File: src/rtl/ocuv_pkg.sv
package ocuv_pkg;

   typedef enum logic [2:0] {
      ST_OFF    = 3'd0,
      ST_RUN    = 3'd1,
      ST_QUAL   = 3'd2,
      ST_LATCH  = 3'd3,
      ST_HICCUP = 3'd4
   } resp_state_e;

   typedef struct packed {
      logic       ign_n;   // 0: fault passed over
      logic       rmode;   // 0: latch-off, 1: endless restart
      logic [1:0] dly;     // qualification window code
   } resp_cfg_t;

   localparam resp_cfg_t CFG_RESET = '{ign_n: 1'b1, rmode: 1'b0, dly: 2'b00};
   localparam int unsigned DLY_MAX_US = 256;

   // qualification window length in microseconds for a delay code
   function automatic int unsigned dly_us(input logic [1:0] code);
      case (code)
         2'b00:   return 2;
         2'b01:   return 16;
         2'b10:   return 64;
         default: return 256;
      endcase
   endfunction

endpackage

File: src/rtl/ocuv_cfg_reg.sv
module ocuv_cfg_reg
   import ocuv_pkg::*;
(
   input  logic             clk,
   input  logic             rst_n,
   input  logic             wr_i,
   input  logic [7:0]       wdata_i,
   output resp_cfg_t        cfg_o,
   output logic [7:0]       rdata_o,
   output logic             ivd_o
);

   logic [2:0] retry_code;
   logic       code_ok;
   logic       unused_wbits;

   assign retry_code   = wdata_i[5:3];
   assign code_ok      = (retry_code == 3'b000) || (retry_code == 3'b111);
   assign unused_wbits = ^{wdata_i[7], wdata_i[2]};

   always_ff @(posedge clk or negedge rst_n) begin
      if (!rst_n) begin
         cfg_o <= CFG_RESET;
         ivd_o <= 1'b0;
      end else begin
         ivd_o <= wr_i && !code_ok;
         if (wr_i && code_ok) begin
            cfg_o.ign_n <= wdata_i[6];
            cfg_o.rmode <= wdata_i[3];
            cfg_o.dly   <= wdata_i[1:0];
         end
      end
   end

   assign rdata_o = {1'b0, cfg_o.ign_n, {3{cfg_o.rmode}}, 1'b0, cfg_o.dly};

endmodule

File: src/rtl/ocuv_timebase.sv
module ocuv_timebase #(
   parameter int unsigned TICK_DIV = 50
) (
   input  logic clk,
   input  logic rst_n,
   input  logic run_i,
   output logic tick_o
);

   generate
      if (TICK_DIV == 1) begin : g_direct
         assign tick_o = run_i;
      end else begin : g_presc
         localparam int unsigned PW = $clog2(TICK_DIV);
         localparam logic [PW-1:0] LAST = PW'(TICK_DIV - 1);
         logic [PW-1:0] pre_q;

         always_ff @(posedge clk or negedge rst_n) begin
            if (!rst_n)
               pre_q <= '0;
            else if (!run_i || pre_q == LAST)
               pre_q <= '0;
            else
               pre_q <= pre_q + 1'b1;
         end

         assign tick_o = run_i && (pre_q == LAST);
      end
   endgenerate

endmodule

File: src/rtl/ocuv_timer.sv
module ocuv_timer
   import ocuv_pkg::*;
#(
   parameter int unsigned CNT_W     = 16,
   parameter int unsigned HICCUP_US = 52000
) (
   input  logic       clk,
   input  logic       rst_n,
   input  logic       run_i,
   input  logic       tick_i,
   input  logic       sel_hiccup_i,
   input  logic [1:0] dly_code_i,
   output logic       done_o
);

   localparam logic [CNT_W-1:0] HIC_LAST = CNT_W'(HICCUP_US - 1);

   logic [CNT_W-1:0] cnt_q;
   logic [CNT_W-1:0] last_val;

   assign last_val = sel_hiccup_i ? HIC_LAST : CNT_W'(dly_us(dly_code_i) - 1);
   assign done_o   = run_i && tick_i && (cnt_q == last_val);

   always_ff @(posedge clk or negedge rst_n) begin
      if (!rst_n)
         cnt_q <= '0;
      else if (!run_i || done_o)
         cnt_q <= '0;
      else if (tick_i)
         cnt_q <= cnt_q + 1'b1;
   end

endmodule

File: src/rtl/ocuv_ctrl.sv
module ocuv_ctrl
   import ocuv_pkg::*;
(
   input  logic clk,
   input  logic rst_n,
   input  logic en_i,
   input  logic fault_i,
   input  logic ign_n_i,
   input  logic rmode_i,
   input  logic done_i,
   input  logic clr_i,
   output logic run_o,
   output logic sel_hiccup_o,
   output logic pwr_en_o,
   output logic sticky_o
);

   resp_state_e state_q, state_d;
   logic        trip;

   assign trip = (state_q == ST_QUAL) && en_i && fault_i && ign_n_i && done_i;

   always_comb begin
      state_d = state_q;
      case (state_q)
         ST_OFF:    if (en_i) state_d = ST_RUN;
         ST_RUN: begin
            if (!en_i)                 state_d = ST_OFF;
            else if (fault_i && ign_n_i) state_d = ST_QUAL;
         end
         ST_QUAL: begin
            if (!en_i)                   state_d = ST_OFF;
            else if (!fault_i || !ign_n_i) state_d = ST_RUN;
            else if (done_i)             state_d = rmode_i ? ST_HICCUP : ST_LATCH;
         end
         ST_LATCH:  if (!en_i) state_d = ST_OFF;
         ST_HICCUP: begin
            if (!en_i)       state_d = ST_OFF;
            else if (done_i) state_d = ST_RUN;
         end
         default:   state_d = ST_OFF;
      endcase
   end

   always_ff @(posedge clk or negedge rst_n) begin
      if (!rst_n) begin
         state_q  <= ST_OFF;
         sticky_o <= 1'b0;
      end else begin
         state_q <= state_d;
         if (trip)
            sticky_o <= 1'b1;
         else if (clr_i)
            sticky_o <= 1'b0;
      end
   end

   assign run_o        = (state_q == ST_QUAL) || (state_q == ST_HICCUP);
   assign sel_hiccup_o = (state_q == ST_HICCUP);
   assign pwr_en_o     = (state_q == ST_RUN) || (state_q == ST_QUAL);

endmodule

File: src/rtl/ocuv_fault_responder.sv
module ocuv_fault_responder
   import ocuv_pkg::*;
#(
   parameter int unsigned TICK_DIV  = 50,
   parameter int unsigned HICCUP_US = 52000
) (
   input  logic       clk,
   input  logic       rst_n,
   input  logic       en_i,
   input  logic       fault_i,
   input  logic       cfg_wr_i,
   input  logic [7:0] cfg_wdata_i,
   input  logic       clr_i,
   output logic       pwr_en_o,
   output logic       flt_sticky_o,
   output logic       ivd_o,
   output logic [7:0] cfg_rd_o
);

   localparam int unsigned CNT_MAX = (HICCUP_US > DLY_MAX_US) ? HICCUP_US : DLY_MAX_US;
   localparam int unsigned CNT_W   = $clog2(CNT_MAX + 1);

   generate
      if (TICK_DIV < 1) begin : g_bad_div
         $error("TICK_DIV must be at least 1");
      end
      if (HICCUP_US < 1) begin : g_bad_hic
         $error("HICCUP_US must be at least 1");
      end
   endgenerate

   resp_cfg_t cfg;
   logic      run, tick, done, sel_hiccup;

   ocuv_cfg_reg u_cfg (
      .clk     (clk),
      .rst_n   (rst_n),
      .wr_i    (cfg_wr_i),
      .wdata_i (cfg_wdata_i),
      .cfg_o   (cfg),
      .rdata_o (cfg_rd_o),
      .ivd_o   (ivd_o)
   );

   ocuv_timebase #(.TICK_DIV(TICK_DIV)) u_tb (
      .clk    (clk),
      .rst_n  (rst_n),
      .run_i  (run),
      .tick_o (tick)
   );

   ocuv_timer #(.CNT_W(CNT_W), .HICCUP_US(HICCUP_US)) u_tmr (
      .clk          (clk),
      .rst_n        (rst_n),
      .run_i        (run),
      .tick_i       (tick),
      .sel_hiccup_i (sel_hiccup),
      .dly_code_i   (cfg.dly),
      .done_o       (done)
   );

   ocuv_ctrl u_ctrl (
      .clk          (clk),
      .rst_n        (rst_n),
      .en_i         (en_i),
      .fault_i      (fault_i),
      .ign_n_i      (cfg.ign_n),
      .rmode_i      (cfg.rmode),
      .done_i       (done),
      .clr_i        (clr_i),
      .run_o        (run),
      .sel_hiccup_o (sel_hiccup),
      .pwr_en_o     (pwr_en_o),
      .sticky_o     (flt_sticky_o)
   );

endmodule

File: config.mk
export PLATFORM = sky130hd
export DESIGN_NAME = ocuv_fault_responder
export DESIGN_NICKNAME = d
export VERILOG_FILES = /design/src/rtl/ocuv_pkg.sv /design/src/rtl/ocuv_cfg_reg.sv /design/src/rtl/ocuv_timebase.sv /design/src/rtl/ocuv_timer.sv /design/src/rtl/ocuv_ctrl.sv /design/src/rtl/ocuv_fault_responder.sv
export SDC_FILE = /design/constraint.sdc
export NUM_CORES = 1
export LEC_CHECK = 0
export ABC_AREA = 1
export CAP_MARGIN = 20
export CORE_MARGIN = 5
export CORE_UTILIZATION = 57
export DETAILED_ROUTE_END_ITERATION = 16
export DONT_BUFFER_PORTS = 1
export PLACE_DENSITY = 0.75
export SLEW_MARGIN = 25
export SYNTH_ARGS = -nofsm -noshare
export SYNTH_HDL_FRONTEND = slang
export SYNTH_SLANG_ARGS = --single-unit
File: constraint.sdc
create_clock -name clk -period 1.77 [get_ports clk]
set_input_delay 0.354 -clock clk [delete_from_list [all_inputs] [get_ports clk]]
set_output_delay 0.354 -clock clk [all_outputs]
set_load 0.01 [all_outputs]
==> summary by stage <==
Place
The number of placed instances with taps included is 302. Input and output buffers added on the ports amount to 0. The detailed-placement wirelength estimate is 2680 um. Routability-driven placement finished with a final weighted congestion of 0.835.

Layout
From synthesis to final layout, the design area changed by 16.0%. The layout cell share with drive strength beyond 1 is 22.3%. The final core utilization is 67.0%. Fill cells in the final layout number 281.

The repair_antennas step left the layout with diodes totalling 0. The net count of the finished layout is 290. In the layout the commonest cells are nand2_1, nor2_1, inv_1.

The finished layout holds 319 standard cells, fillers aside. The most common cell after layout, fill and taps aside is nand2_1.

Critical path
STA classifies the critical path startpoint as a register. The startpoint identified for the worst register-to-register timing path is u_ctrl.state_q[1]. The cell type with the highest occurrence count on the critical path is nand2_1. The path type of the worst setup path is reg2reg. Counting cells, the worst reg-to-reg path comes to 12. The end of the worst register-to-register path is u_tmr.cnt_q[6]. In this run the worst setup path begins at u_ctrl.state_q[1].

For the worst setup path, the data required time is 2000 ps. On the worst path, the slowest cell contributes a delay of 450 ps. The cell type of the slowest stage on the worst timing path is dfrtp_2.

The kind of capture point of the worst setup path is a register. Along the worst path, the maximum fanout reaches 6. The worst reg-to-reg setup slack is 70 ps. The data arrival time of the worst path is 1940 ps.

Walking the worst path, the cells encountered are nor2_4, nand2_4, buf_4, nand2_1, nand2_1, nand2_1, nand2_1, nor2_2, nand2_4, buf_6, nand3_1, nor2_1.

Synth
Each instance of the synthesized netlist takes up on average 7.53 um^2. After synthesis, the cell types taking the most area are dfrtp_1, nand2_1, nor2_1. The fraction of synthesized cell area taken by the top area cell type is 39.6%.

The most area-hungry cell type in the Yosys netlist is dfrtp_1. Summing the sequential cell areas from Yosys gives 40.9% of the chip area. Summing every instance area after synthesis gives 1900 um^2. Counting flops and latches in the post-synthesis netlist gives 31. Counting every instance in the synthesized netlist gives 252.

During synthesis, Yosys emitted a total of 0 warnings. The distinct cell type count of the synthesized netlist is 28.

Power
VDD sags by at most 0.578 mV. Dividing total power by cell area gives a power density of 901 nW/um^2. The cell leakage power is 1.05 nW.

Drt
The pre-antenna-repair detailed-routing pass consisted of 5 iterations. The wire length reported by the detailed router is 3920 um. The via count is 1,589. The post-detailed-route DRC marker count is 0. The post-detailed-route wirelength per cell is 12.3 um. In the routed layout, each cell is associated on average with a via count of 4.98.

The detailed router finished its first iteration with 75 violations. In this run the remaining antenna-violating nets after routing total 0.

Floorplan
The floorplan step defined a die boundary enclosing 4580 um^2. The die boundary height is 67.7 um. The I/O pin total is 25. Row generation in the floorplan step produced 21 rows.

The effective utilization at floorplan is 57.8%. From left edge to right edge, the die measures 67.7 um. After floorplanning, the core was sized to cover 3280 um^2.

Timing
The smallest hold slack is 115 ps. The shortest clock period the worst path allows after layout is 1700 ps. The count of final hold-check violations was 0. The maximum achievable frequency is 0.587 GHz.

After layout, the worst path uses 96.3% of the clock period. For the final database, setup skew stands at 11.4 ps. The final count of negative-setup-slack endpoints is 0. The final number of max-transition violations is 0.

Clocking
The CTS tree is built. The count of clock tree sinks is 31. The clock tree buffer depth is 2.

The source-to-sink clock delay at the later pin of the worst-skew pair is 340 ps. The root buffer selected by CTS is clkbuf_4. The number of buffers created by CTS is 5. The depth of the CTS H-tree is 2. The clock transition time at the flip-flop clock pins of the worst setup and hold paths is 90 ps.

Job
The max-capacitance violation count is 0.

Min path
Counting instances, the worst hold path has a depth of 1. The path category of the worst min-delay check is in2reg. The worst hold path startpoint is clr_i. The destination of the worst hold path is u_ctrl.sticky_o.

GRT
The initial antenna violation count is 0. Global routing consumed, over all layers together, 18.2% of the routing resources. The global-route wire length before repair is 6150 um. The number of global-route vias before repair came to 1,433. Entering global routing, the biggest net connects 32 pins. The total grt overflow is 0.

Run status
The run finished with clean final reports.
[report_power, final]
part,switching (W),internal [W]
registers,0.0000760,0.000771
logic,0.000402,0.000296
clock network,0.000246,0.000192
[synth_stat cells (all sizes together)]
cell type and instances:
or2 1, nand2 62, buf 9, xnor2 2, xor2 9, o2111ai 1
o22ai 2, nand4 5, nor2 50, dfstp 1, o21a 1, o221ai 1
a21oi 6, dfrtp 30, nor3 5, inv 32, conb 1, o21ai 5
mux2 2, ha 4, nand3 22, and3 1
[what timing repair did]
item	CTS	global route
hold endpoints to repair	31	0
gates resized for setup	2	22
setup endpoints to repair	14	22
pin swaps	0	6
hold buffers	2	0
gates cloned	0	1
buffers inserted	0	6
[worst max path at each step]
stage | to | slack [ps] | cells past startpoint
finish | u_tmr.cnt_q[6] | 70 | 12
global route | u_ctrl.state_q[1] | -30 | 13
CTS | u_tmr.cnt_q[10] | 6 | 9
detailed placement | u_tmr.cnt_q[10] | -30 | 11
global placement | u_tmr.cnt_q[14] | 10 | 11
floorplan | u_tmr.cnt_q[12] | 40 | 12
[sequential cells by signal (all words and copies together), names as in the netlist]
register,count
u_tmr.cnt_q,16
u_tb.g_presc.pre_q,6
u_cfg.cfg_o,4
u_ctrl.state_q,3
u_cfg.ivd_o,1
u_ctrl.sticky_o,1
[through the flow]
stage          setup slack, ps  setup TNS [ps]  total power, W  instance area [um^2]
2_1_floorplan             44.9               0         0.00129                  1900
3_3_place_gp              9.69               0         0.00138                  1970
3_5_place_dp             -34.1            -210         0.00139                  1970
4_1_cts                   6.11               0         0.00187                  2070
5_1_grt                  -33.7            -159         0.00211                  2200
6_report                  66.1               0         0.00198                  2200
[layer usage]
metal	vias up	global-route usage, %	routed length (um)
met4	0	7.59	65
met1	734	22.4	1810
met5	-	0	0
li1	824	-	-
met2	23	29.8	1900
met3	8	4.99	136
[kinds of logic after synthesis]
family          synth area share, %
simple gates                   34.2
compound gates                 4.88
xor+xnor                       5.47
buf+inv                        10.5
flops                          40.9
fa+ha+maj                      2.64
other cells                   0.198
mux                            1.19
[layout make-up]
cell class                 instances  area, um^2  area share [%]
tap                               46        57.6            2.62
clock inverter                     1        5.00           0.227
clock buffer                       7        55.1            2.50
sequential                        31         779            35.4
timing repair buffer              20         169            7.67
inverter                          32         120            5.46
multi-input combinational        182        1010            46.1
[worst max-delay path, delay by kind of cell (launching register included)]
| kind | cells | cell delay [ps] |
|---|---|---|
| buf+inv | 2 | 280 |
| flops | 1 | 450 |
| simple gates | 10 | 850 |
No activity file was read; power rests on OpenSTA's default activity.
